**src/rtl/ddr_init_pkg.sv**
```systemverilog
package ddr_init_pkg;

  typedef enum logic [2:0] {
    CMD_NOP,
    CMD_PRE_ALL,
    CMD_REFRESH,
    CMD_EXT_DLL_ON,
    CMD_MODE_DLL_RST,
    CMD_MODE_RUN
  } init_cmd_e;

  typedef enum logic [3:0] {
    ST_SETTLE,
    ST_CKE_UP,
    ST_GAP_PRE1,
    ST_GAP_EXT,
    ST_GAP_DLLRST,
    ST_GAP_PRE2,
    ST_GAP_REF,
    ST_GAP_RUN,
    ST_READY
  } init_state_e;

  localparam logic [3:0] PINS_NOP     = 4'b0111;
  localparam logic [3:0] PINS_PRE     = 4'b0010;
  localparam logic [3:0] PINS_REFRESH = 4'b0001;
  localparam logic [3:0] PINS_MODE    = 4'b0000;

  localparam int ALL_BANKS_BIT = 10;
  localparam int DLL_RST_BIT   = 8;

endpackage

```
**src/rtl/ddr_init_timer.sv**
```systemverilog
module ddr_init_timer #(
  parameter int CNT_W = 16
) (
  input  logic             clk,
  input  logic             rst_n,
  input  logic [CNT_W-1:0] reset_val,
  input  logic             load,
  input  logic [CNT_W-1:0] load_val,
  output logic             zero
);

  logic [CNT_W-1:0] cnt_q;
  logic [CNT_W-1:0] cnt_d;
  logic             cnt_en;

  assign zero   = (cnt_q == '0);
  assign cnt_en = load | ~zero;

  always_comb begin
    if (load) cnt_d = load_val;
    else      cnt_d = cnt_q - 1'b1;
  end

  always_ff @(posedge clk or negedge rst_n) begin
    if (!rst_n)      cnt_q <= reset_val;
    else if (cnt_en) cnt_q <= cnt_d;
  end

  // an idle timer parks at zero instead of wrapping
  p_timer_floor_r10: assert property (@(posedge clk) disable iff (!rst_n)
    (zero && !load) |=> zero);

endmodule

```
**src/rtl/ddr_init_lock.sv**
```systemverilog
module ddr_init_lock #(
  parameter int T_DLL = 200
) (
  input  logic clk,
  input  logic rst_n,
  input  logic start,
  output logic lock_ok
);

  localparam int LOCK_W = (T_DLL < 2) ? 1 : $clog2(T_DLL + 1);

  logic [LOCK_W-1:0] lcnt_q;
  logic              armed_q;
  logic              lcnt_en;

  assign lcnt_en = start | (lcnt_q != '0);
  assign lock_ok = armed_q & (lcnt_q == '0);

  always_ff @(posedge clk or negedge rst_n) begin
    if (!rst_n) begin
      lcnt_q  <= '0;
      armed_q <= 1'b0;
    end else begin
      if (lcnt_en) lcnt_q <= start ? LOCK_W'(T_DLL - 1) : lcnt_q - 1'b1;
      if (start)   armed_q <= 1'b1;
    end
  end

  // once lock is reached it holds until a new DLL reset
  p_lock_holds_r8: assert property (@(posedge clk) disable iff (!rst_n)
    (lock_ok && !start) |=> lock_ok);

endmodule

```
**src/rtl/ddr_init_cmd_enc.sv**
```systemverilog
module ddr_init_cmd_enc
  import ddr_init_pkg::*;
#(
  parameter int ADDR_W           = 12,
  parameter int BA_W             = 2,
  parameter int BURST_CODE       = 3,
  parameter int BURST_INTERLEAVE = 0,
  parameter int CAS_CODE         = 2
) (
  input  init_cmd_e          cmd,
  output logic               cs_n,
  output logic               ras_n,
  output logic               cas_n,
  output logic               we_n,
  output logic [BA_W-1:0]    ba,
  output logic [ADDR_W-1:0]  addr
);

  localparam logic [ADDR_W-1:0] RUN_WORD =
      ADDR_W'(BURST_CODE & 7) |
      (ADDR_W'(BURST_INTERLEAVE & 1) << 3) |
      (ADDR_W'(CAS_CODE & 7) << 4);
  localparam logic [ADDR_W-1:0] ALL_BANKS = ADDR_W'(1) << ALL_BANKS_BIT;
  localparam logic [ADDR_W-1:0] DLL_RST   = ADDR_W'(1) << DLL_RST_BIT;

  logic [3:0] pins;

  assign {cs_n, ras_n, cas_n, we_n} = pins;

  always_comb begin
    pins = PINS_NOP;
    ba   = '0;
    addr = '0;
    case (cmd)
      CMD_PRE_ALL: begin
        pins = PINS_PRE;
        addr = ALL_BANKS;
      end
      CMD_REFRESH: pins = PINS_REFRESH;
      CMD_EXT_DLL_ON: begin
        pins = PINS_MODE;
        ba   = BA_W'(1);
      end
      CMD_MODE_DLL_RST: begin
        pins = PINS_MODE;
        addr = RUN_WORD | DLL_RST;
      end
      CMD_MODE_RUN: begin
        pins = PINS_MODE;
        addr = RUN_WORD;
      end
      default: pins = PINS_NOP;
    endcase
  end

endmodule

```
**src/rtl/ddr_init_seq.sv**
```systemverilog
module ddr_init_seq
  import ddr_init_pkg::*;
#(
  parameter int ADDR_W           = 12,
  parameter int BA_W             = 2,
  parameter int T_STAB           = 50000,
  parameter int T_RP             = 3,
  parameter int T_MRD            = 2,
  parameter int T_RFC            = 18,
  parameter int T_DLL            = 200,
  parameter int N_REF            = 2,
  parameter int SKIP_DLL_RST     = 0,
  parameter int BURST_CODE       = 3,
  parameter int BURST_INTERLEAVE = 0,
  parameter int CAS_CODE         = 2
) (
  input  logic              clk,
  input  logic              rst_n,
  output logic              mem_cke,
  output logic              mem_cs_n,
  output logic              mem_ras_n,
  output logic              mem_cas_n,
  output logic              mem_we_n,
  output logic [BA_W-1:0]   mem_ba,
  output logic [ADDR_W-1:0] mem_addr,
  output logic              init_done
);

  function automatic int max_of(input int a, input int b);
    return (a > b) ? a : b;
  endfunction

  localparam int MAX_GAP = max_of(max_of(T_STAB, T_RP), max_of(T_MRD, T_RFC));
  localparam int CNT_W   = $clog2(MAX_GAP + 1);
  localparam int REF_W   = $clog2(N_REF + 1);

  localparam logic [CNT_W-1:0] LD_STAB = CNT_W'(T_STAB - 1);
  localparam logic [CNT_W-1:0] LD_RP   = CNT_W'(T_RP - 1);
  localparam logic [CNT_W-1:0] LD_MRD  = CNT_W'(T_MRD - 1);
  localparam logic [CNT_W-1:0] LD_RFC  = CNT_W'(T_RFC - 1);
  localparam logic [REF_W-1:0] REF_LAST = REF_W'(N_REF);

  init_state_e      state_q, state_d;
  init_cmd_e        cmd_q, cmd_d;
  logic             cke_q, cke_d;
  logic             done_q, done_d;
  logic [REF_W-1:0] ref_q, ref_d;
  logic             gap_load;
  logic [CNT_W-1:0] gap_val;
  logic             gap_zero;
  logic             lock_start;
  logic             lock_ok;

  // variant chosen by the build: what follows the DLL enable command
  init_cmd_e        after_ext_cmd;
  init_state_e      after_ext_state;
  logic [CNT_W-1:0] after_ext_gap;
  logic             lock_at_ext;

  generate
    if (SKIP_DLL_RST != 0) begin : g_no_dll_rst
      assign after_ext_cmd   = CMD_PRE_ALL;
      assign after_ext_state = ST_GAP_PRE2;
      assign after_ext_gap   = LD_RP;
      assign lock_at_ext     = 1'b1;
    end else begin : g_dll_rst
      assign after_ext_cmd   = CMD_MODE_DLL_RST;
      assign after_ext_state = ST_GAP_DLLRST;
      assign after_ext_gap   = LD_MRD;
      assign lock_at_ext     = 1'b0;
    end
  endgenerate

  ddr_init_timer #(.CNT_W(CNT_W)) u_gap (
    .clk       (clk),
    .rst_n     (rst_n),
    .reset_val (LD_STAB),
    .load      (gap_load),
    .load_val  (gap_val),
    .zero      (gap_zero)
  );

  ddr_init_lock #(.T_DLL(T_DLL)) u_lock (
    .clk     (clk),
    .rst_n   (rst_n),
    .start   (lock_start),
    .lock_ok (lock_ok)
  );

  ddr_init_cmd_enc #(
    .ADDR_W           (ADDR_W),
    .BA_W             (BA_W),
    .BURST_CODE       (BURST_CODE),
    .BURST_INTERLEAVE (BURST_INTERLEAVE),
    .CAS_CODE         (CAS_CODE)
  ) u_enc (
    .cmd   (cmd_q),
    .cs_n  (mem_cs_n),
    .ras_n (mem_ras_n),
    .cas_n (mem_cas_n),
    .we_n  (mem_we_n),
    .ba    (mem_ba),
    .addr  (mem_addr)
  );

  always_comb begin
    state_d    = state_q;
    cmd_d      = CMD_NOP;
    cke_d      = cke_q;
    done_d     = done_q;
    ref_d      = ref_q;
    gap_load   = 1'b0;
    gap_val    = '0;
    lock_start = 1'b0;
    if (gap_zero) begin
      case (state_q)
        ST_SETTLE: begin
          cke_d    = 1'b1;
          gap_load = 1'b1;
          gap_val  = '0;
          state_d  = ST_CKE_UP;
        end
        ST_CKE_UP: begin
          cmd_d    = CMD_PRE_ALL;
          gap_load = 1'b1;
          gap_val  = LD_RP;
          state_d  = ST_GAP_PRE1;
        end
        ST_GAP_PRE1: begin
          cmd_d      = CMD_EXT_DLL_ON;
          gap_load   = 1'b1;
          gap_val    = LD_MRD;
          lock_start = lock_at_ext;
          state_d    = ST_GAP_EXT;
        end
        ST_GAP_EXT: begin
          cmd_d      = after_ext_cmd;
          gap_load   = 1'b1;
          gap_val    = after_ext_gap;
          lock_start = ~lock_at_ext;
          state_d    = after_ext_state;
        end
        ST_GAP_DLLRST: begin
          cmd_d    = CMD_PRE_ALL;
          gap_load = 1'b1;
          gap_val  = LD_RP;
          state_d  = ST_GAP_PRE2;
        end
        ST_GAP_PRE2: begin
          cmd_d    = CMD_REFRESH;
          gap_load = 1'b1;
          gap_val  = LD_RFC;
          ref_d    = REF_W'(1);
          state_d  = ST_GAP_REF;
        end
        ST_GAP_REF: begin
          gap_load = 1'b1;
          if (ref_q < REF_LAST) begin
            cmd_d   = CMD_REFRESH;
            gap_val = LD_RFC;
            ref_d   = ref_q + 1'b1;
          end else begin
            cmd_d   = CMD_MODE_RUN;
            gap_val = LD_MRD;
            state_d = ST_GAP_RUN;
          end
        end
        ST_GAP_RUN: begin
          if (lock_ok) begin
            done_d  = 1'b1;
            state_d = ST_READY;
          end
        end
        default: state_d = ST_READY;
      endcase
    end
  end

  always_ff @(posedge clk or negedge rst_n) begin
    if (!rst_n) begin
      state_q <= ST_SETTLE;
      cmd_q   <= CMD_NOP;
      cke_q   <= 1'b0;
      done_q  <= 1'b0;
      ref_q   <= '0;
    end else begin
      state_q <= state_d;
      cmd_q   <= cmd_d;
      cke_q   <= cke_d;
      done_q  <= done_d;
      ref_q   <= ref_d;
    end
  end

  assign mem_cke   = cke_q;
  assign init_done = done_q;

  // nothing but NOP reaches the bus while clock-enable is low
  p_nop_cke_low_r1: assert property (@(posedge clk) disable iff (!rst_n)
    !mem_cke |-> ({mem_cs_n, mem_ras_n, mem_cas_n, mem_we_n} == PINS_NOP));

  // clock-enable never drops again without a reset
  p_cke_held_r11: assert property (@(posedge clk) disable iff (!rst_n)
    mem_cke |=> mem_cke);

  // ready is sticky and the bus stays idle afterwards
  p_done_sticky_r10: assert property (@(posedge clk) disable iff (!rst_n)
    init_done |=> init_done);

  p_done_quiet_r10: assert property (@(posedge clk) disable iff (!rst_n)
    init_done |-> ({mem_cs_n, mem_ras_n, mem_cas_n, mem_we_n} == PINS_NOP && mem_cke));

  // ready only after the lock counter has reported lock
  p_done_after_lock_r8: assert property (@(posedge clk) disable iff (!rst_n)
    $rose(init_done) |-> $past(lock_ok));

  // refresh counter never passes the configured count
  p_ref_bound_r6: assert property (@(posedge clk) disable iff (!rst_n)
    ref_q <= REF_LAST);

endmodule

```
**config.mk**
```make
export PLATFORM = sky130hd
export DESIGN_NAME = ddr_init_seq
export DESIGN_NICKNAME = d
export VERILOG_FILES = /design/src/rtl/ddr_init_pkg.sv /design/src/rtl/ddr_init_timer.sv /design/src/rtl/ddr_init_lock.sv /design/src/rtl/ddr_init_cmd_enc.sv /design/src/rtl/ddr_init_seq.sv
export SDC_FILE = /design/constraint.sdc
export NUM_CORES = 1
export LEC_CHECK = 0
export BUFFER_PORTS_ARGS = -buffer_cell sky130_fd_sc_hd__buf_4
export CAP_MARGIN = 30
export CORE_UTILIZATION = 55
export CTS_BUF_LIST = sky130_fd_sc_hd__clkbuf_4 sky130_fd_sc_hd__clkbuf_8
export DETAILED_ROUTE_END_ITERATION = 10
export PLACE_DENSITY = 0.75
export SYNTH_ARGS = -nofsm -noshare
export SYNTH_HDL_FRONTEND = slang
export SYNTH_SLANG_ARGS = --single-unit
export TNS_END_PERCENT = 50
```
**constraint.sdc**
```tcl
create_clock -name clk -period 3.7 [get_ports clk]
set_clock_uncertainty 0.1 [all_clocks]
set_input_delay 0 -clock clk [delete_from_list [all_inputs] [get_ports clk]]
set_output_delay 0 -clock clk [all_outputs]
set_load 0.02 [all_outputs]
```
# Yosys cells after proc, flatten, opt, wreduce, memory -nomap -nowiden

Index checks and enable logic that the tools add are counted.
W data, S select, Z words.

Output and inout port bits: 20
Register bits: 36
Memories: 0
RAM bits: 0
Bits of input ports: 2
Memory bits (read-only): 0
Logic and storage cells: 64
Latch bits: 0

Equality and inequality tests: 15
Muxes and demuxes: 20
Reductions and logical operators: 13
Multipliers: 0
Bitwise gates (word level): 4
Magnitude comparators: 1
Div/mod/pow operators: 0
Add/sub/neg operators: 3
Shift-type cells: 0

Operators with widths:

| operator                | count |
|---|---|
| $pmux W11 S3            | 1 |
| $pmux W4 S8             | 1 |
| $pmux W5 S4             | 1 |
| $eq A4 B3 Y1 const B    | 4 |
| $logic_not A16 Y1       | 1 |
| $mux W16                | 1 |
| $sub A16 B1 Y16 const B | 1 |
| $pmux W3 S5             | 1 |
| $mux W5                 | 2 |
| $pmux W3 S3             | 1 |
| $reduce_and A3 Y1       | 3 |
| $eq A4 B2 Y1 const B    | 2 |
| $logic_not A8 Y1        | 1 |
| $mux W4                 | 2 |
| $mux W8                 | 1 |
| $reduce_bool A8 Y1      | 1 |
| $sub A8 B1 Y8 const B   | 1 |
| $reduce_or A7 Y1        | 1 |
| $eq A3 B2 Y1 const B    | 2 |
| $eq A3 B3 Y1 const B    | 2 |
| $mux W3                 | 2 |
| $ne A2 B2 Y1 const B    | 3 |
| $mux W1                 | 5 |
| $eq A4 B1 Y1 const B    | 1 |
| 13 further kinds        | 15 |

# Logic depth before layout (Yosys ltp)

Depth in word-level cells: 5
Depth in mapped cells: 7
Mapped depth without buffers: 6

# Worst setup path before layout

OpenSTA, ideal clock, no wires.

Path kind: register to register
From: reg u_gap.cnt_q[1]
To: reg u_lock.lcnt_q[3]
Stages on the path, launching flop included: 8
Data required time: 3.481 ns
Data arrival time: 1.723 ns
Path buffers: 1
Setup time: 0.119 ns
Clock period less this slack: 1.942 ns
Path slack: 1.758 ns
Cells stage by stage: dfstp_2 inv_1 ha_1 nor3b_1 nand4_1 or4_1 buf_2 o21a_1

Cells in the longest elaborated chain, start to end: 3
Elaborated cells between the ends (all ways): 4
Those cells by class: mux: 2; bitwise: 1; reduce/logical: 1

Ends and longest elaborated chain:

| element                                        | RTL line                                 | text |
|---|---|---|
| start, declared                                | ddr_init_timer.sv:12                     | `logic [CNT_W-1:0] cnt_q;` |
| start signal, assigned                         | ddr_init_timer.sv:25                     | `if (!rst_n) cnt_q <= reset_val;` |
| start signal, assigned                         | ddr_init_timer.sv:26                     | `else if (cnt_en) cnt_q <= cnt_d;` |
| $logic_not A16 Y1 *                            | ddr_init_timer.sv:16                     | `assign zero = (cnt_q == '0);` |
| $mux W1 *                                      | ddr_init_seq.sv:115                      | `if (gap_zero) begin` |
| $mux W8 / $or A1 B1 Y1 (equally long branches) | ddr_init_lock.sv:24, ddr_init_lock.sv:16 |  |
| end signal, assigned                           | ddr_init_lock.sv:24                      | `if (lcnt_en) lcnt_q <= start ? LOCK_W'(T_DLL - 1) : lcnt_q - 1'b1;` |
| end, declared                                  | ddr_init_lock.sv:12                      | `logic [LOCK_W-1:0] lcnt_q;` |

Every way passes the cells marked *; elsewhere a longest branch is shown, timed or not.
A chain may end at the register's enable or synchronous reset.

# Worst setup path after layout

Same ends and word-level chain as after synthesis.

==> impl_metrics.csv <==
group,metric,value,unit
run_status,outcome,"finished clean",
yosys,ys_seq_elements,36,
die,start_util,57.21,%
clock_tree,cts-resized-gates,0,
finish,num_antenna_cells,0,
clock_tree,clk_pin_slew_worst_paths,0.07,ns
detailed_routing,drtPass1Iterations,4,
critical_path,crit_path_start,"u_gap.cnt_q[1]$_DFFE_PN1P_",
timing,hold_viol,0,
yosys,ys_types,48,
detailed_routing,drc,0,
yosys,synth.most_common_cell,"dfrtp_1",
yosys,synth_top_area_share,32.26,%
finish,drive_gt1_share,16.44,%
die,num_rows,22,
critical_path,cp.depth,6,
critical_path,path_class,"reg2reg",
finish,nNetsFinal,229,
yosys,syn-cell-area,0.002095,mm^2
placed_design,dpl.hpwl,2526,um
clock_tree,cts_made_buffers,5,
run,drv.max_cap_violation_count,0,
yosys,synth_top_cells_by_count,"dfrtp_1 (27), nor2_1 (19), nor3_1 (14)",
global_route,grt_pass1_wl,6644,um
global_route,grt_overflow,0,
timing,setup-violations-final,0,
timing,finalCriticalPeriod,2.600,ns
power_and_ir_drop,p_leak,1.009,nW
placed_design,pre_cts_ws,1.147,ns
critical_path,worst_ep_arrival_time,2.68,ns
timing,slew_headroom,39.23,%
die,die_width,63.71,um
timing,setup_ws,1.101,ns
timing,max_freq,384.7,MHz
finish,layout.cells.non_filler,273,
finish,syn_to_final_growth,8.124,%
critical_path,cp_slowest_stage_delay,0.80,ns
global_route,grt_usage,21.34,%
detailed_routing,wl_per_cell,13.18,um
detailed_routing,ant_nets,0,
detailed_routing,drtIter0Drc,46,
die,core-area,0.003661,mm^2
yosys,synthCells,216,
placed_design,portBuffers,12,
yosys,yosys_warnings,0,
global_route,busiest_layer,"met2",
critical_path,cp_data_required_time,3.78,ns
yosys,ys_top_cells_by_area,"dfrtp_1 (32%), dfstp_2 (11%), xnor2_1 (4.6%)",
yosys,synth-seq-area-share,43.55,%
clock_tree,cts_max_level,2,
placed_design,place_inst,264,
global_route,grt_pass1_vias,1449,
yosys,synthArstFlopShare,100.0,%
detailed_routing,vias_per_cell,5.597,
critical_path,crit_slowest_cell,"or4_1",
clock_tree,cts_buffer_depth,2,
timing,tightest_slew,0.9032,ns
critical_path,reg2reg_from,"u_gap.cnt_q[1]$_DFFE_PN1P_",
critical_path,worst_setup_path_end_kind,"flop",
timing,fin_crit_sh,70.26,%
critical_path,r2r_cells,6,
hold_path,hp-class,"in2async",
timing,holdWs,0.09391,ns
timing,fin_tns_setup,0,ns
critical_path,crit_end,"u_lock.lcnt_q[3]$_DFFE_PN0P_",
yosys,yosys.area.top_type,"dfrtp_1",
global_route,grt_max_degree,37,
clock_tree,clock-sinks,36,
critical_path,path_buf_inv,1,
critical_path,ff2ff_setup_slack,1.10,ns
die,dieHeight,63.71,um
power_and_ir_drop,irDropWorstVdd,296.4,uV
timing,maxSlewViolCount,0,
clock_tree,cts-root-buf,"clkbuf_8",
clock_tree,clkLatencyLatePin,0.29,ns
yosys,synthFlopType,"dfrtp_1",
detailed_routing,drt_wl_total,3598,um
die,die_area,0.004059,mm^2
global_route,use_met3,5.435,%
global_route,antenna_found_initial,0,
critical_path,path_delay_family,"simple AND/OR/NAND/NOR gates",
critical_path,rr_endpoint,"u_lock.lcnt_q[3]$_DFFE_PN0P_",
timing,rsz0062_at_grt,"no",
critical_path,cp_max_fo,13,
finish,fin_util,61.86,%
critical_path,crit_chain,"inv_1, ha_1, nor3b_1, nand4_1, or4_1, o21a_1",
global_route,met1_usage,30.27,%
global_route,grt_use_met2,30.98,%
clock_tree,cts_tree,"built",
yosys,syn_area_per_cell,9.697,um^2
yosys,synth_edf_count,0,
power_and_ir_drop,power_density,312.8,mW/mm^2
critical_path,startpoint_type,"flop",
detailed_routing,dr_total_vias,1528,
placed_design,finalWeightedCongestion,0.8286,
die,boundaryPins,22,
## worst min path at each step
stage / start / to / slack, ns / cells past startpoint
finish: rst_n / u_gap.cnt_q[4]$_DFFE_PN0P_ / 0.09 / 2
CTS: rst_n / u_gap.cnt_q[4]$_DFFE_PN0P_ / 0.11 / 2
global placement: rst_n / u_gap.cnt_q[10]$_DFFE_PN0P_ / -0.13 / 1
floorplan: rst_n / cmd_q[0]$_DFF_PN0_ / -0.40 / 0
global route: rst_n / u_gap.cnt_q[10]$_DFFE_PN0P_ / 0.15 / 2
detailed placement: rst_n / u_gap.cnt_q[10]$_DFFE_PN0P_ / -0.12 / 1
## final cells by class
cell class | instances | area (um^2)
Clock buffer | 8 | 97.59
Fill cell | 318 | 1396
Inverter | 6 | 22.52
Multi-Input combinational cell | 162 | 1072
Sequential cell | 36 | 912.1
Tap cell | 48 | 60.06
Timing Repair Buffer | 13 | 100.1
## routing by layer
layer	share of wire, %	vias up
met1	50	704
met5	0	-
li1	-	777
met4	1.8	0
met2	43	42
met3	4.6	5
## sequential cells by signal, summed over array words and instances, names as in the netlist
signal and flops:
cmd_q 3, init_done 1, u_lock.lcnt_q 8, u_lock.armed_q 1, ref_q 2, state_q 4, mem_cke 1, u_gap.cnt_q 16
## per-stage QoR
stage / area (um^2) / power [mW]
floorplan: 2125 / 0.4163
global placement: 2157 / 0.4172
detailed placement: 2157 / 0.4173
CTS: 2265 / 0.7204
global route: 2265 / 0.7397
finish: 2265 / 0.7083
## where the power goes
part	leakage, nW	internal (mW)	switching [mW]	total, mW
Clock	0.0523	0.166	0.132	0.298
Sequential	0.413	0.394	0	0.394
Combinational	0.544	0.00140	0.0150	0.0164
Total	1.01	0.562	0.147	0.708
## layout by cell type (no fill, tap or decap), types with 4 or more instances in the layout
| cell type | count |
|---|---|
| a21oi_1 | 10 |
| and3_1 | 6 |
| buf_4 | 12 |
| clkbuf_8 | 6 |
| conb_1 | 9 |
| dfrtp_1 | 27 |
| dfstp_2 | 9 |
| inv_1 | 6 |
| nand2_1 | 12 |
| nand2b_1 | 4 |
| nand4_1 | 4 |
| nor2_1 | 19 |
| nor2b_1 | 6 |
| nor3_1 | 14 |
| nor3b_1 | 4 |
| o211ai_1 | 4 |
| o21ai_0 | 4 |
| or4_1 | 5 |
| xnor2_1 | 11 |
| xor2_1 | 6 |
## cells by family after synthesis
logic type	Yosys count	synth area share, %
AO/OA/AOI/OAI	36	11.65
XOR/XNOR	17	7.109
adder cells (fa/ha/maj)	3	1.792
buffers and inverters	26	6.690
flip-flops	36	43.55
multiplexers	3	1.434
other	1	0.1790
AND/OR/NAND/NOR	94	27.60
## repair_timing
action,4_1_cts,5_1_grt
setup buffers,0,0
hold buffers,1,0
endpoints found under the hold margin,36,0
Power figures use the tool's default switching activity.
